## src/rtl/ptr_agen_pkg.sv

```systemverilog
package ptr_agen_pkg;

    localparam int REG_IDX_W = 5;

    typedef enum logic [1:0] {
        SEL_X    = 2'd0,
        SEL_Y    = 2'd1,
        SEL_Z    = 2'd2,
        SEL_NONE = 2'd3
    } ptr_sel_e;

    typedef enum logic [1:0] {
        AM_PLAIN   = 2'd0,
        AM_POSTINC = 2'd1,
        AM_PREDEC  = 2'd2,
        AM_DISP    = 2'd3
    } amode_e;

    typedef struct packed {
        logic legal;       // combination may proceed
        logic step_down;   // step direction: 1 = decrement
        logic addr_after;  // address is the stepped value
        logic use_disp;    // address is pointer + displacement
        logic wb;          // pointer is written back
    } ctl_t;

    function automatic logic [REG_IDX_W-1:0] pair_base(ptr_sel_e s);
        case (s)
            SEL_X:   return REG_IDX_W'(26);
            SEL_Y:   return REG_IDX_W'(28);
            SEL_Z:   return REG_IDX_W'(30);
            default: return '0;
        endcase
    endfunction

    function automatic logic disp_allowed(ptr_sel_e s);
        return (s == SEL_Y) || (s == SEL_Z);
    endfunction

endpackage

```

## src/rtl/ptr_agen_ctl.sv

```systemverilog
module ptr_agen_ctl
    import ptr_agen_pkg::*;
(
    input  ptr_sel_e sel_i,
    input  amode_e   mode_i,
    output ctl_t     ctl_o
);

    logic sel_ok;

    always_comb begin
        sel_ok = (sel_i != SEL_NONE);
        ctl_o  = '0;
        case (mode_i)
            AM_PLAIN: begin
                ctl_o.legal = sel_ok;
            end
            AM_POSTINC: begin
                ctl_o.legal = sel_ok;
                ctl_o.wb    = sel_ok;
            end
            AM_PREDEC: begin
                ctl_o.legal      = sel_ok;
                ctl_o.wb         = sel_ok;
                ctl_o.step_down  = 1'b1;
                ctl_o.addr_after = 1'b1;
            end
            AM_DISP: begin
                ctl_o.legal    = disp_allowed(sel_i);
                ctl_o.use_disp = 1'b1;
            end
            default: ctl_o = '0;
        endcase
    end

endmodule

```

## src/rtl/ptr_agen_step.sv

```systemverilog
module ptr_agen_step #(
    parameter int PTR_W  = 16,
    parameter int EXT_W  = 8,
    parameter bit EXT_EN = 1'b1
) (
    input  logic [PTR_W-1:0]       ptr_i,
    input  logic [EXT_W-1:0]       ext_i,
    input  logic                   down_i,
    output logic [PTR_W+EXT_W-1:0] cur_o,
    output logic [PTR_W+EXT_W-1:0] nxt_o
);

    localparam int FULL = PTR_W + EXT_W;
    localparam int SPAN = EXT_EN ? FULL : PTR_W;
    localparam logic [SPAN-1:0] ONE = {{(SPAN-1){1'b0}}, 1'b1};

    logic [SPAN-1:0] span;
    logic [SPAN-1:0] span_nxt;

    generate
        if (EXT_EN) begin : g_wide
            assign span = {ext_i, ptr_i};
        end else begin : g_narrow
            assign span = ptr_i;
        end
    endgenerate

    always_comb begin
        span_nxt = down_i ? (span - ONE) : (span + ONE);
    end

    assign cur_o = FULL'(span);
    assign nxt_o = FULL'(span_nxt);

endmodule

```

## src/rtl/ptr_agen_disp.sv

```systemverilog
module ptr_agen_disp #(
    parameter int PTR_W  = 16,
    parameter int EXT_W  = 8,
    parameter int DISP_W = 6,
    parameter bit EXT_EN = 1'b1
) (
    input  logic [PTR_W+EXT_W-1:0] base_i,
    input  logic [DISP_W-1:0]      disp_i,
    output logic [PTR_W+EXT_W-1:0] sum_o
);

    localparam int FULL = PTR_W + EXT_W;
    localparam int SPAN = EXT_EN ? FULL : PTR_W;

    logic [SPAN-1:0] sum_span;

    always_comb begin
        sum_span = base_i[SPAN-1:0] + SPAN'(disp_i);
    end

    assign sum_o = FULL'(sum_span);

endmodule

```

## src/rtl/ptr_agen.sv

```systemverilog
module ptr_agen
    import ptr_agen_pkg::*;
#(
    parameter int PTR_W  = 16,
    parameter int EXT_W  = 8,
    parameter int DISP_W = 6,
    parameter bit EXT_EN = 1'b1
) (
    input  logic                   clk,
    input  logic                   rst,
    input  logic                   req,
    input  logic [1:0]             ptr_sel,
    input  logic [1:0]             mode,
    input  logic [DISP_W-1:0]      disp,
    input  logic [PTR_W/2-1:0]     pair_lo,
    input  logic [PTR_W/2-1:0]     pair_hi,
    input  logic [EXT_W-1:0]       ext_val,
    output logic                   vld,
    output logic [PTR_W+EXT_W-1:0] addr,
    output logic                   wb_en,
    output logic [REG_IDX_W-1:0]   wb_reg,
    output logic [PTR_W/2-1:0]     wb_lo,
    output logic [PTR_W/2-1:0]     wb_hi,
    output logic [EXT_W-1:0]       wb_ext,
    output logic                   err
);

    localparam int FULL = PTR_W + EXT_W;
    localparam int HALF = PTR_W / 2;

    ptr_sel_e        sel_e;
    amode_e          mode_e;
    ctl_t            ctl;
    logic [FULL-1:0] cur_full;
    logic [FULL-1:0] nxt_full;
    logic [FULL-1:0] disp_sum;
    logic [FULL-1:0] addr_n;
    logic [FULL-1:0] wb_n;

    assign sel_e  = ptr_sel_e'(ptr_sel);
    assign mode_e = amode_e'(mode);

    ptr_agen_ctl u_ctl (
        .sel_i  (sel_e),
        .mode_i (mode_e),
        .ctl_o  (ctl)
    );

    ptr_agen_step #(
        .PTR_W  (PTR_W),
        .EXT_W  (EXT_W),
        .EXT_EN (EXT_EN)
    ) u_step (
        .ptr_i  ({pair_hi, pair_lo}),
        .ext_i  (ext_val),
        .down_i (ctl.step_down),
        .cur_o  (cur_full),
        .nxt_o  (nxt_full)
    );

    ptr_agen_disp #(
        .PTR_W  (PTR_W),
        .EXT_W  (EXT_W),
        .DISP_W (DISP_W),
        .EXT_EN (EXT_EN)
    ) u_disp (
        .base_i (cur_full),
        .disp_i (disp),
        .sum_o  (disp_sum)
    );

    always_comb begin
        if (!ctl.legal)          addr_n = '0;
        else if (ctl.use_disp)   addr_n = disp_sum;
        else if (ctl.addr_after) addr_n = nxt_full;
        else                     addr_n = cur_full;
        wb_n = ctl.wb ? nxt_full : '0;
    end

    always_ff @(posedge clk) begin
        if (rst || !req) begin
            vld    <= 1'b0;
            addr   <= '0;
            wb_en  <= 1'b0;
            wb_reg <= '0;
            wb_lo  <= '0;
            wb_hi  <= '0;
            wb_ext <= '0;
            err    <= 1'b0;
        end else begin
            vld    <= 1'b1;
            addr   <= addr_n;
            wb_en  <= ctl.wb;
            wb_reg <= ctl.legal ? pair_base(sel_e) : '0;
            wb_lo  <= wb_n[HALF-1:0];
            wb_hi  <= wb_n[PTR_W-1:HALF];
            wb_ext <= wb_n[FULL-1:PTR_W];
            err    <= !ctl.legal;
        end
    end

    AST_ERR_NO_WB: assert property (@(posedge clk) disable iff (rst)
        err |-> (!wb_en && addr == '0)) else $error("err with write-back");

    AST_IDLE_QUIET: assert property (@(posedge clk) disable iff (rst)
        !vld |-> (!wb_en && !err)) else $error("idle output active");

    AST_WB_MODE: assert property (@(posedge clk) disable iff (rst)
        (req && !rst) |=> (wb_en == (($past(mode) == 2'd1 || $past(mode) == 2'd2)
                                     && $past(ptr_sel) != 2'd3)))
        else $error("write-back enable mismatch");

    AST_POST_ADDR: assert property (@(posedge clk) disable iff (rst)
        (req && !rst && mode == 2'd1 && ptr_sel != 2'd3) |=>
        (addr == $past(cur_full))) else $error("post-increment address");

    AST_PRE_ADDR: assert property (@(posedge clk) disable iff (rst)
        (wb_en && addr_after_q) |-> (addr == {wb_ext, wb_hi, wb_lo}))
        else $error("pre-decrement address");

    logic addr_after_q;
    always_ff @(posedge clk) begin
        if (rst) addr_after_q <= 1'b0;
        else     addr_after_q <= req && ctl.addr_after;
    end

endmodule

```

## config.mk

```make
export PLATFORM = sky130hd
export DESIGN_NAME = ptr_agen
export DESIGN_NICKNAME = d
export VERILOG_FILES = /design/src/rtl/ptr_agen_pkg.sv /design/src/rtl/ptr_agen_ctl.sv /design/src/rtl/ptr_agen_step.sv /design/src/rtl/ptr_agen_disp.sv /design/src/rtl/ptr_agen.sv
export SDC_FILE = /design/constraint.sdc
export NUM_CORES = 1
export LEC_CHECK = 0
export ABC_AREA = 1
export BUFFER_PORTS_ARGS = -buffer_cell sky130_fd_sc_hd__buf_2
export CAP_MARGIN = 20
export CORE_UTILIZATION = 50
export CTS_CLUSTER_DIAMETER = 150
export DETAILED_ROUTE_END_ITERATION = 16
export PLACE_DENSITY_LB_ADDON = 0.2
export SLEW_MARGIN = 40
export SYNTH_ARGS = -nofsm -noshare
export SYNTH_HDL_FRONTEND = slang
export SYNTH_SLANG_ARGS = --single-unit
```

## constraint.sdc

```tcl
create_clock -name clk -period 2.7 [get_ports clk]
set_clock_uncertainty 0.15 [all_clocks]
set_input_delay 0.54 -clock clk [delete_from_list [all_inputs] [get_ports clk]]
set_output_delay 0.54 -clock clk [all_outputs]
set_load 0.02 [all_outputs]
```

# Word-level counts from Yosys, hierarchy flattened
# Index checks and enable logic that the tools add are counted.
# Widths: inputs -> output; s select.
[totals]
regBits = 56
inputBits = 37
output_inout_bits = 56
elab_cells = 38
[op_classes]
add_sub_neg = 3
eq_ne = 6
muxes = 9
bitwise_logic = 2
reduce_logical = 10
[op_table]
columns = ["cell", "count"]
rows = [
  ["$mux 24", 3],
  ["$add 24x1->24 const B", 1],
  ["$add 24x6->24", 1],
  ["$sub 24x1->24 const B", 1],
  ["$pmux 5 s3", 1],
  ["$eq 2x2->1 const B", 3],
  ["$reduce_or 2->1", 3],
  ["$eq 2x1->1 const B", 2],
  ["$logic_not 2->1", 2],
  ["$mux 1", 3],
  ["$reduce_or 3->1", 1],
  ["$logic_not 1->1", 2],
  ["$logic_or 1x1->1", 2],
  ["$mux 2", 1],
  ["$ne 2x2->1 const B", 1],
  ["$not 1->1", 2],
  ["$pmux 1 s2", 1],
]

# Depth between registers and ports, before layout
# Gate-level depths: netlist of the first run.
[logic_depth]
word_depth = 5
ltp_mapped = 19
ltp_nobuf = 17

# Modules after synthesis
# A second synthesis of the first run with hierarchy kept.
[hier_totals]
hier_cells = 920
area_unflattened_um2 = 5221.3
[modules_own_cells]
columns = ["mod", "instances", "cells_each", "area_each_um2", "seq_area_each_um2"]
rows = [
  ["ptr_agen", 1, 355, 2354.8, 1081.0],
  ["ptr_agen_step", 1, 380, 1900.6, 0.0],
  ["ptr_agen_disp", 1, 177, 904.6, 0.0],
  ["ptr_agen_ctl", 1, 8, 61.3, 0.0],
]

# Worst setup path after synthesis of the first run
# No wires, ideal clock.
[synth_timing]
path_type = "in2reg"
startpoint = "input port mode[0]"
endpoint = "register addr[16]"
setup_time_ps = 137
arrival_ps = 2230
t_required_ps = 2413
path_slack_ps = 183
stages = 18
path_buffers = 2
path_cell_list = "inv_1 ha_1 buf_6 buf_6 nor2_1 nor2_2 ha_1 a21o_1 nand3_1 nand3_2 nand2_1 nand2_1 nand2_1 nand2_1 nand2_1 nand3_1 nand2_1 a21oi_1"
[synth_via]
elab_chain_len = 5
elab_cells_between_ends = 13
cone_classes = "eq/ne: 3; mux: 6; bitwise: 1; reduce/logical: 3"
[synth_rtl]
columns = ["element", "line_no", "source"]
rows = [
  ["start, declared", "ptr_agen.sv:13", "input logic [1:0] mode,"],
  ["$eq 2x1->1 (tied with other cells)", "ptr_agen_ctl.sv:14", "case (mode_i)"],
  ["$reduce_or 3->1 (no source line) / $mux 2 (equally long branches)", "n/a", ""],
  ["$pmux 1 s2 / $mux 24 (equally long branches)", "ptr_agen_ctl.sv:14, ptr_agen_step.sv:29", ""],
  ["$not 1->1 (no source line) / $mux 24 (equally long branches)", "n/a", ""],
  ["$reduce_or 2->1 (no source line) / $mux 24 (equally long branches)", "n/a", ""],
  ["end signal, assigned", "ptr_agen.sv:92", "addr <= addr_n;"],
  ["end, declared", "ptr_agen.sv:19", "output logic [PTR_W+EXT_W-1:0] addr,"],
]
# Parallel ways exist; a longest one is shown, timed or not.
# A chain may end at the register's enable or synchronous reset.

# Worst setup path after layout of the first run
[layout_timing]
startpoint = "input port mode[0]"
endpoint = "register addr[7]"
# The elaborated chain is that of the path after synthesis.

==> qor.json, run 1 <==
{
  "setup_path": {
    "timing.critical_path.buf_inv": 4,
    "required_time_worst_endpoint_ns": 2.79,
    "largest_driver_fanout_on_the_critical_path": 8,
    "crit_type": "input pin to flip-flop",
    "timing.critical_path.cells": "buf_2, inv_1, ha_2, buf_4, nor2_1, nor2_2, buf_4, nand2_1, nor2_1, nand2_1, nand2_2, xor2_1, o21ai_1, a21oi_1",
    "critical-path-top-delay-family": "simple AND/OR/NAND/NOR gates",
    "critPathSlowestCell": "sky130_fd_sc_hd__xor2_1",
    "cpPeakStageDelay_ns": 0.37,
    "nature_of_the_critical_path_endpoint": "flip-flop",
    "critical_path_arrival_ns": 2.61,
    "startpoint_type": "input pin"
  },
  "routing": {
    "final_antenna_net_count": 0,
    "routed_via_count": 5586,
    "wire_length_reported_by_the_detailed_router_um": 15600,
    "post_drt_via_cell_ratio": 5.36,
    "firstDrtPassIters": 5,
    "post-route-drc-count": 0,
    "dr.first_iter.drc_count": 502,
    "wire_per_inst_um": 15.0
  },
  "clocking": {
    "post_cts.resized_instances": 0,
    "cts_max_level": 2,
    "tritoncts": "done",
    "cts.root.buffer_cell": "sky130_fd_sc_hd__clkbuf_8",
    "clock-sinks": 54,
    "setup_fix_bufs_post_cts": 0,
    "numCtsBuffers": 5,
    "clock_path_buffers": 2,
    "clkSlewWorstSetupHoldPaths_ns": 0.10,
    "cts.hold.buffers_added": 0
  },
  "timing": {
    "grt_setup_unrepaired": "false",
    "worst_hold_slack_ns": 0.246,
    "setup_tns_ns": 0,
    "final.min_clock_period_ns": 2.52,
    "max_clock_freq_mhz": 397,
    "final-max-slew-violation-count": 0,
    "worst-slew-pin-transition_ns": 0.556,
    "layout_worst_path_cycle_share_pct": 93.2,
    "timing.final.hold_violations": 0,
    "setup_viol_count_final": 0,
    "maxSlewHeadroom_pct": 62.6
  },
  "floorplanning": {
    "row_count": 34,
    "die-height_um": 98.6,
    "core-area_mm2": 0.00889,
    "floorplan.die.width_um": 98.6,
    "initial_core_util_pct": 52.4,
    "design.die.area_mm2": 0.00971,
    "ioPinCount": 93
  },
  "cells_and_area": {
    "flip_flop_count_of_the_largest_register_all_copies_and_words_added": 24,
    "drive_above_1_share_pct": 25.1,
    "antennaDiodeCount": 0,
    "most_flops_register": "addr",
    "area_growth_syn_to_layout_pct": 22.6,
    "design.final.nets": 985,
    "finish.instance_area_mm2": 0.00572
  },
  "yosys": {
    "ys_seq_elements": 54,
    "synth_warnings": 0,
    "synthDistinctLibCells": 37,
    "netlist_instances": 798,
    "synthesis.nets": 850,
    "dominantRegCellSynth": "sky130_fd_sc_hd__dfxtp_1",
    "syn-cell-area_mm2": 0.00466,
    "number_of_enable_flip_flop_cells_after_synthesis": 0,
    "avgSynthCellArea_um2": 5.84,
    "seq_area_frac_synth_pct": 23.2,
    "synth-async-reset-ratio_pct": 0
  },
  "run": {
    "max-cap-violations": 0
  },
  "run_status": {
    "run_status": "complete, no violations"
  },
  "global_routing": {
    "grtUsageTotal_pct": 33.4,
    "grt_antenna_before_repair": 0,
    "sum_of_overflow_across_all_layers_after_global_routing": 0,
    "grt_pass1_wl_um": 25700,
    "largest_net_degree_at_the_start_of_global_routing": 25,
    "grt_pass1_vias": 5216
  },
  "placed_design": {
    "place.detailed.hpwl_um": 12600,
    "post_dp_cell_area_mm2": 0.00560,
    "numPortBuffers": 91,
    "gpl.final_weighted_congestion": 0.953
  },
  "hold_path": {
    "hp-class": "input pin to flip-flop"
  },
  "power_and_ir_drop": {
    "power.density_cell_area_mw_per_mm2": 391,
    "cellLeakagePower_nw": 3.20,
    "max-vdd-ir-drop_v": 0.000231
  }
}
-- cells in the mapped netlist, types with 2 or more instances --
library cell	number	share of area [%]
sky130_fd_sc_hd__buf_6	7	1.7
sky130_fd_sc_hd__nand3_2	2	0.43
sky130_fd_sc_hd__clkbuf_1	16	1.3
sky130_fd_sc_hd__nand2_4	2	0.48
sky130_fd_sc_hd__xnor2_1	5	0.94
sky130_fd_sc_hd__nor2_2	15	2.0
sky130_fd_sc_hd__ha_1	14	3.8
sky130_fd_sc_hd__buf_2	6	0.64
sky130_fd_sc_hd__nand2_1	257	21
sky130_fd_sc_hd__nor2_1	62	5.0
sky130_fd_sc_hd__xor2_1	10	1.9
sky130_fd_sc_hd__o21ai_1	3	0.32
sky130_fd_sc_hd__inv_2	10	0.81
sky130_fd_sc_hd__nand2_2	19	2.5
sky130_fd_sc_hd__o21ai_0	23	2.5
sky130_fd_sc_hd__dfxtp_1	54	23
sky130_fd_sc_hd__nor2_4	7	1.7
sky130_fd_sc_hd__nor3_1	8	0.86
sky130_fd_sc_hd__o211ai_1	6	0.97
sky130_fd_sc_hd__nand3_1	66	7.1
sky130_fd_sc_hd__nand4_1	14	1.9
sky130_fd_sc_hd__inv_1	99	8.0
sky130_fd_sc_hd__a21oi_1	75	8.1
sky130_fd_sc_hd__buf_4	2	0.32
sky130_fd_sc_hd__a21oi_2	4	0.75
-- final timing paths --
| kind | start | to | slack [ns] | cells past startpoint |
|---|---|---|---|---|
| hold / removal | rst | vld | 0.25 | 2 |
| setup / recovery | mode[0] | addr[7] | 0.18 | 14 |
-- where the power goes --
| part | internal, mW | switching (mW) |
|---|---|---|
| clock network | 0.278 | 0.292 |
| registers | 0.829 | 0.00868 |
| logic | 0.303 | 0.526 |
| total | 1.41 | 0.826 |
-- metal layers --
layer	GRT usage, %	wire (um)	vias to the layer above
li1	-	-	2772
met1	48.2	7240	2553
met2	53.6	6860	248
met3	3.62	1340	13
met4	7.00	214	0
met5	0	0	-
-- cell families after synthesis --
family                   count (synthesis)  share of synthesized area [%]
AND/OR/NAND/NOR                        454                           42.9
buffers and inverters                  144                           13.5
AO/OA/AOI/OAI                          115                           13.3
flip-flops                              54                           23.2
XOR/XNOR                                15                           2.82
adder cells (fa/ha/maj)                 15                           4.19
other                                    1                         0.0804
-- layout by cell type, fill, tap and decap left out, types with 11 or more instances in the layout --
cell / synthesis / routed
sky130_fd_sc_hd__o21ai_0: 23 / 23
sky130_fd_sc_hd__nand4_1: 14 / 14
sky130_fd_sc_hd__nand2_2: 19 / 19
sky130_fd_sc_hd__nand2_1: 257 / 257
sky130_fd_sc_hd__a21oi_1: 75 / 74
sky130_fd_sc_hd__nor2_2: 15 / 15
sky130_fd_sc_hd__nand3_1: 66 / 66
sky130_fd_sc_hd__buf_4: 2 / 69
sky130_fd_sc_hd__inv_2: 10 / 11
sky130_fd_sc_hd__inv_1: 99 / 98
sky130_fd_sc_hd__nor2_1: 62 / 62
sky130_fd_sc_hd__ha_1: 14 / 12
sky130_fd_sc_hd__dfxtp_1: 54 / 54
sky130_fd_sc_hd__buf_2: 6 / 91
-- metrics by stage --
step / util, % / setup WS (ns) / instances / power, mW
after CTS: 64.2 / 0.209 / 1042 / 2.23
final: 64.3 / 0.183 / 1042 / 2.24
after global routing: 64.3 / 0.0168 / 1042 / 2.35
after floorplan: - / 0.183 / 798 / 1.36
after detailed placement: 63.0 / -0.121 / 1034 / 1.66
after global placement: 63.0 / -0.118 / 1034 / 1.65
-- cell type report --
type                    count  area, um2
inverters                 110        418
flip-flops and latches     54       1080
repair buffers            162       1010
clock inverters             2       37.5
well taps                 108        135
clock buffers               6       72.6
fillers                   876       3170
multi-input cells         600       2960
Note: power is estimated with default switching activity, not from simulation.
==> run 2, diff against run 1 <==
CORE_UTILIZATION = 55   (was 50)
==> run 2 against run 1 <==
Critical path depth shrank 1. First-iteration DRC count shrank 12%. Clock power fell by 2%. Non-clock buffer count down 26. Largest cell class unchanged.
==> qor.json, run 2 (synthesis gave the netlist of run 1 again) <==
{
  "setup_path": {
    "nature_of_the_critical_path_endpoint": "flip-flop",
    "largest_driver_fanout_on_the_critical_path": {"value": 24, "change": "+16"},
    "critical_path_arrival": {"value": 2.58, "unit": "ns", "change": "-0.03 ns"},
    "startpoint_type": "input pin",
    "worst_setup_path_startpoint": "mode[0]",
    "crit_type": "input pin to flip-flop",
    "required_time_worst_endpoint": {"value": 2.76, "unit": "ns", "change": "-0.03 ns"}
  },
  "cells_and_area": {
    "count_of_non_filler_cells_in_the_finished_layout": {"value": 1013, "change": "-2.8%"},
    "final_core_util": {"value": 67.2, "unit": "%", "change": "+2.9 points"},
    "mostFrequentLayoutCell": "sky130_fd_sc_hd__nand2_1",
    "flip_flop_count_of_the_largest_register_all_copies_and_words_added": {"value": 24, "change": "unchanged"},
    "antennaDiodeCount": {"value": 0, "change": "unchanged"},
    "most_flops_register": "addr",
    "nFillCells": {"value": 790, "change": "-9.8%"},
    "design.final.nets": {"value": 959, "change": "-2.6%"},
    "most-common-layout-cells": "sky130_fd_sc_hd__nand2_1, sky130_fd_sc_hd__inv_1, sky130_fd_sc_hd__buf_2",
    "drive_above_1_share": {"value": 22.7, "unit": "%", "change": "-2.4 points"},
    "finish.instance_area": {"value": 0.00552, "unit": "mm2", "change": "-3.4%"},
    "area_growth_syn_to_layout_pct": 18.5
  },
  "clocking": {
    "cts_max_level": {"value": 2, "change": "unchanged"},
    "setup_fix_bufs_post_cts": {"value": 0, "change": "unchanged"},
    "clock-sinks": {"value": 54, "change": "unchanged"},
    "post_cts.resized_instances": {"value": 0, "change": "unchanged"},
    "tritoncts": "done",
    "cts.root.buffer_cell": "sky130_fd_sc_hd__clkbuf_8",
    "numCtsBuffers": {"value": 5, "change": "unchanged"},
    "cts.hold.buffers_added": {"value": 0, "change": "unchanged"},
    "clkSlewWorstSetupHoldPaths": {"value": 0.11, "unit": "ns", "change": "about the same"},
    "clock_path_buffers": {"value": 2, "change": "unchanged"}
  },
  "routing": {
    "firstDrtPassIters": {"value": 5, "change": "unchanged"},
    "wire_length_reported_by_the_detailed_router": {"value": 14900, "unit": "um", "change": "-5.1%"},
    "dr.first_iter.drc_count": {"value": 444, "change": "-12%"},
    "final_antenna_net_count": {"value": 0, "change": "unchanged"},
    "post-route-drc-count": {"value": 0, "change": "unchanged"},
    "routed_via_count": {"value": 5416, "change": "-3.0%"},
    "wire_per_inst": {"value": 14.7, "unit": "um", "change": "-2.4%"},
    "post_drt_via_cell_ratio": {"value": 5.35, "change": "-0.27%"}
  },
  "timing": {
    "grt_setup_unrepaired": "false",
    "worst-slew-pin-transition": {"value": 0.546, "unit": "ns", "change": "-0.00958 ns"},
    "final-max-slew-violation-count": {"value": 0, "change": "unchanged"},
    "final.min_clock_period": {"value": 2.52, "unit": "ns", "change": "-0.000255 ns"},
    "worst_hold_slack": {"value": 0.235, "unit": "ns", "change": "-0.0109 ns"},
    "timing.final.hold_violations": {"value": 0, "change": "unchanged"},
    "maxSlewHeadroom": {"value": 63.3, "unit": "%", "change": "+0.64 points"},
    "max_clock_freq": {"value": 397, "unit": "MHz", "change": "about the same"},
    "post-route-worst-setup-slack": {"value": 0.183, "unit": "ns", "change": "+0.000255 ns"},
    "setup_viol_count_final": {"value": 0, "change": "unchanged"},
    "layout_worst_path_cycle_share": {"value": 93.2, "unit": "%", "change": "about the same"},
    "setup_tns": {"value": 0, "unit": "ns", "change": "unchanged"}
  },
  "floorplanning": {
    "core-area": {"value": 0.00822, "unit": "mm2", "change": "-7.6%"},
    "floorplan.die.width": {"value": 94.1, "unit": "um", "change": "-4.6%"},
    "die-height": {"value": 94.1, "unit": "um", "change": "-4.6%"},
    "initial_core_util": {"value": 56.7, "unit": "%", "change": "+4.3 points"},
    "design.die.area": {"value": 0.00885, "unit": "mm2", "change": "-8.9%"},
    "row_count": {"value": 33, "change": "-2.9%"},
    "ioPinCount": {"value": 93, "change": "unchanged"}
  },
  "global_routing": {
    "sum_of_overflow_across_all_layers_after_global_routing": {"value": 0, "change": "unchanged"},
    "grt_pass1_vias": {"value": 4952, "change": "-5.1%"},
    "largest_net_degree_at_the_start_of_global_routing": {"value": 33, "change": "+32%"},
    "grt_antenna_before_repair": {"value": 0, "change": "unchanged"},
    "grtUsageTotal": {"value": 34.6, "unit": "%", "change": "+1.3 points"},
    "grt_pass1_wl": {"value": 23600, "unit": "um", "change": "-8.1%"}
  },
  "placed_design": {
    "place.detailed.hpwl": {"value": 11800, "unit": "um", "change": "-6.7%"},
    "post_dp_cell_area": {"value": 0.00541, "unit": "mm2", "change": "-3.3%"},
    "place.detailed.instances": {"value": 1005, "change": "-2.8%"},
    "gpl.final_weighted_congestion": {"value": 0.948, "change": "-0.47%"},
    "numPortBuffers": {"value": 91, "change": "unchanged"},
    "place_ws": {"value": -0.0724, "unit": "ns", "change": "+0.0487 ns"}
  },
  "hold_path": {
    "hp-start": "rst",
    "hp-class": "input pin to flip-flop",
    "holdPathStages": {"value": 2, "change": "unchanged"}
  },
  "power_and_ir_drop": {
    "max-vdd-ir-drop": {"value": 0.000305, "unit": "V", "change": "+32%"},
    "power.density_cell_area": {"value": 394, "unit": "mW/mm2", "change": "+0.71%"},
    "cellLeakagePower": {"value": 3.08, "unit": "nW", "change": "-3.7%"},
    "totalPowerFinal": {"value": 2.18, "unit": "mW", "change": "-2.7%"}
  },
  "run_status": {
    "run_status": "complete, no violations"
  },
  "run": {
    "max-cap-violations": {"value": 0, "change": "unchanged"}
  }
}
## run 2: changes by cell type in the layout (fill, tap and decap cells not counted), sizes merged
cell / delta
buf: -26
## run 2: path summary, 6_finish.rpt
path                       end  slack, ns
worst max-delay path  addr[21]       0.18
worst min-delay path       vld       0.23
## run 2: worst max-delay path, stage by stage
cell and delay (ns):
sky130_fd_sc_hd__buf_2 0.11, sky130_fd_sc_hd__inv_1 0.08, sky130_fd_sc_hd__ha_2 0.31, sky130_fd_sc_hd__buf_4 0.17, sky130_fd_sc_hd__inv_6 0.08, sky130_fd_sc_hd__o21ai_0 0.35, sky130_fd_sc_hd__buf_4 0.19, sky130_fd_sc_hd__o21bai_1 0.14
sky130_fd_sc_hd__a21oi_1 0.12, sky130_fd_sc_hd__nand4_1 0.13, sky130_fd_sc_hd__nand3_1 0.18, sky130_fd_sc_hd__nand2_1 0.13, sky130_fd_sc_hd__a21oi_2 0.05
## run 2: area by class of cell
class                           instances  area (um2)  area share (%)
Multi-Input combinational cell        600        2950            53.5
Sequential cell                        54        1080            19.6
Timing Repair Buffer                  136         831            15.0
Inverter                              110         418            7.57
Tap cell                              105         131            2.38
Clock buffer                            6        72.6            1.31
Clock inverter                          2        37.5           0.680
## run 2: power by group
| group | internal (mW) | leakage [nW] | switching [mW] |
|---|---|---|---|
| Clock | 0.277 | 0.0514 | 0.283 |
| Combinational | 0.268 | 2.59 | 0.511 |
| Sequential | 0.829 | 0.440 | 0.00722 |
| Total | 1.37 | 3.08 | 0.801 |
## run 2: routing by layer
layer	vias up	wire (um)	global-route usage, %
met2	280	6380	54.0
met1	2391	6850	49.3
met4	0	258	10.3
met3	25	1360	4.37
met5	-	0	0
li1	2720	-	-
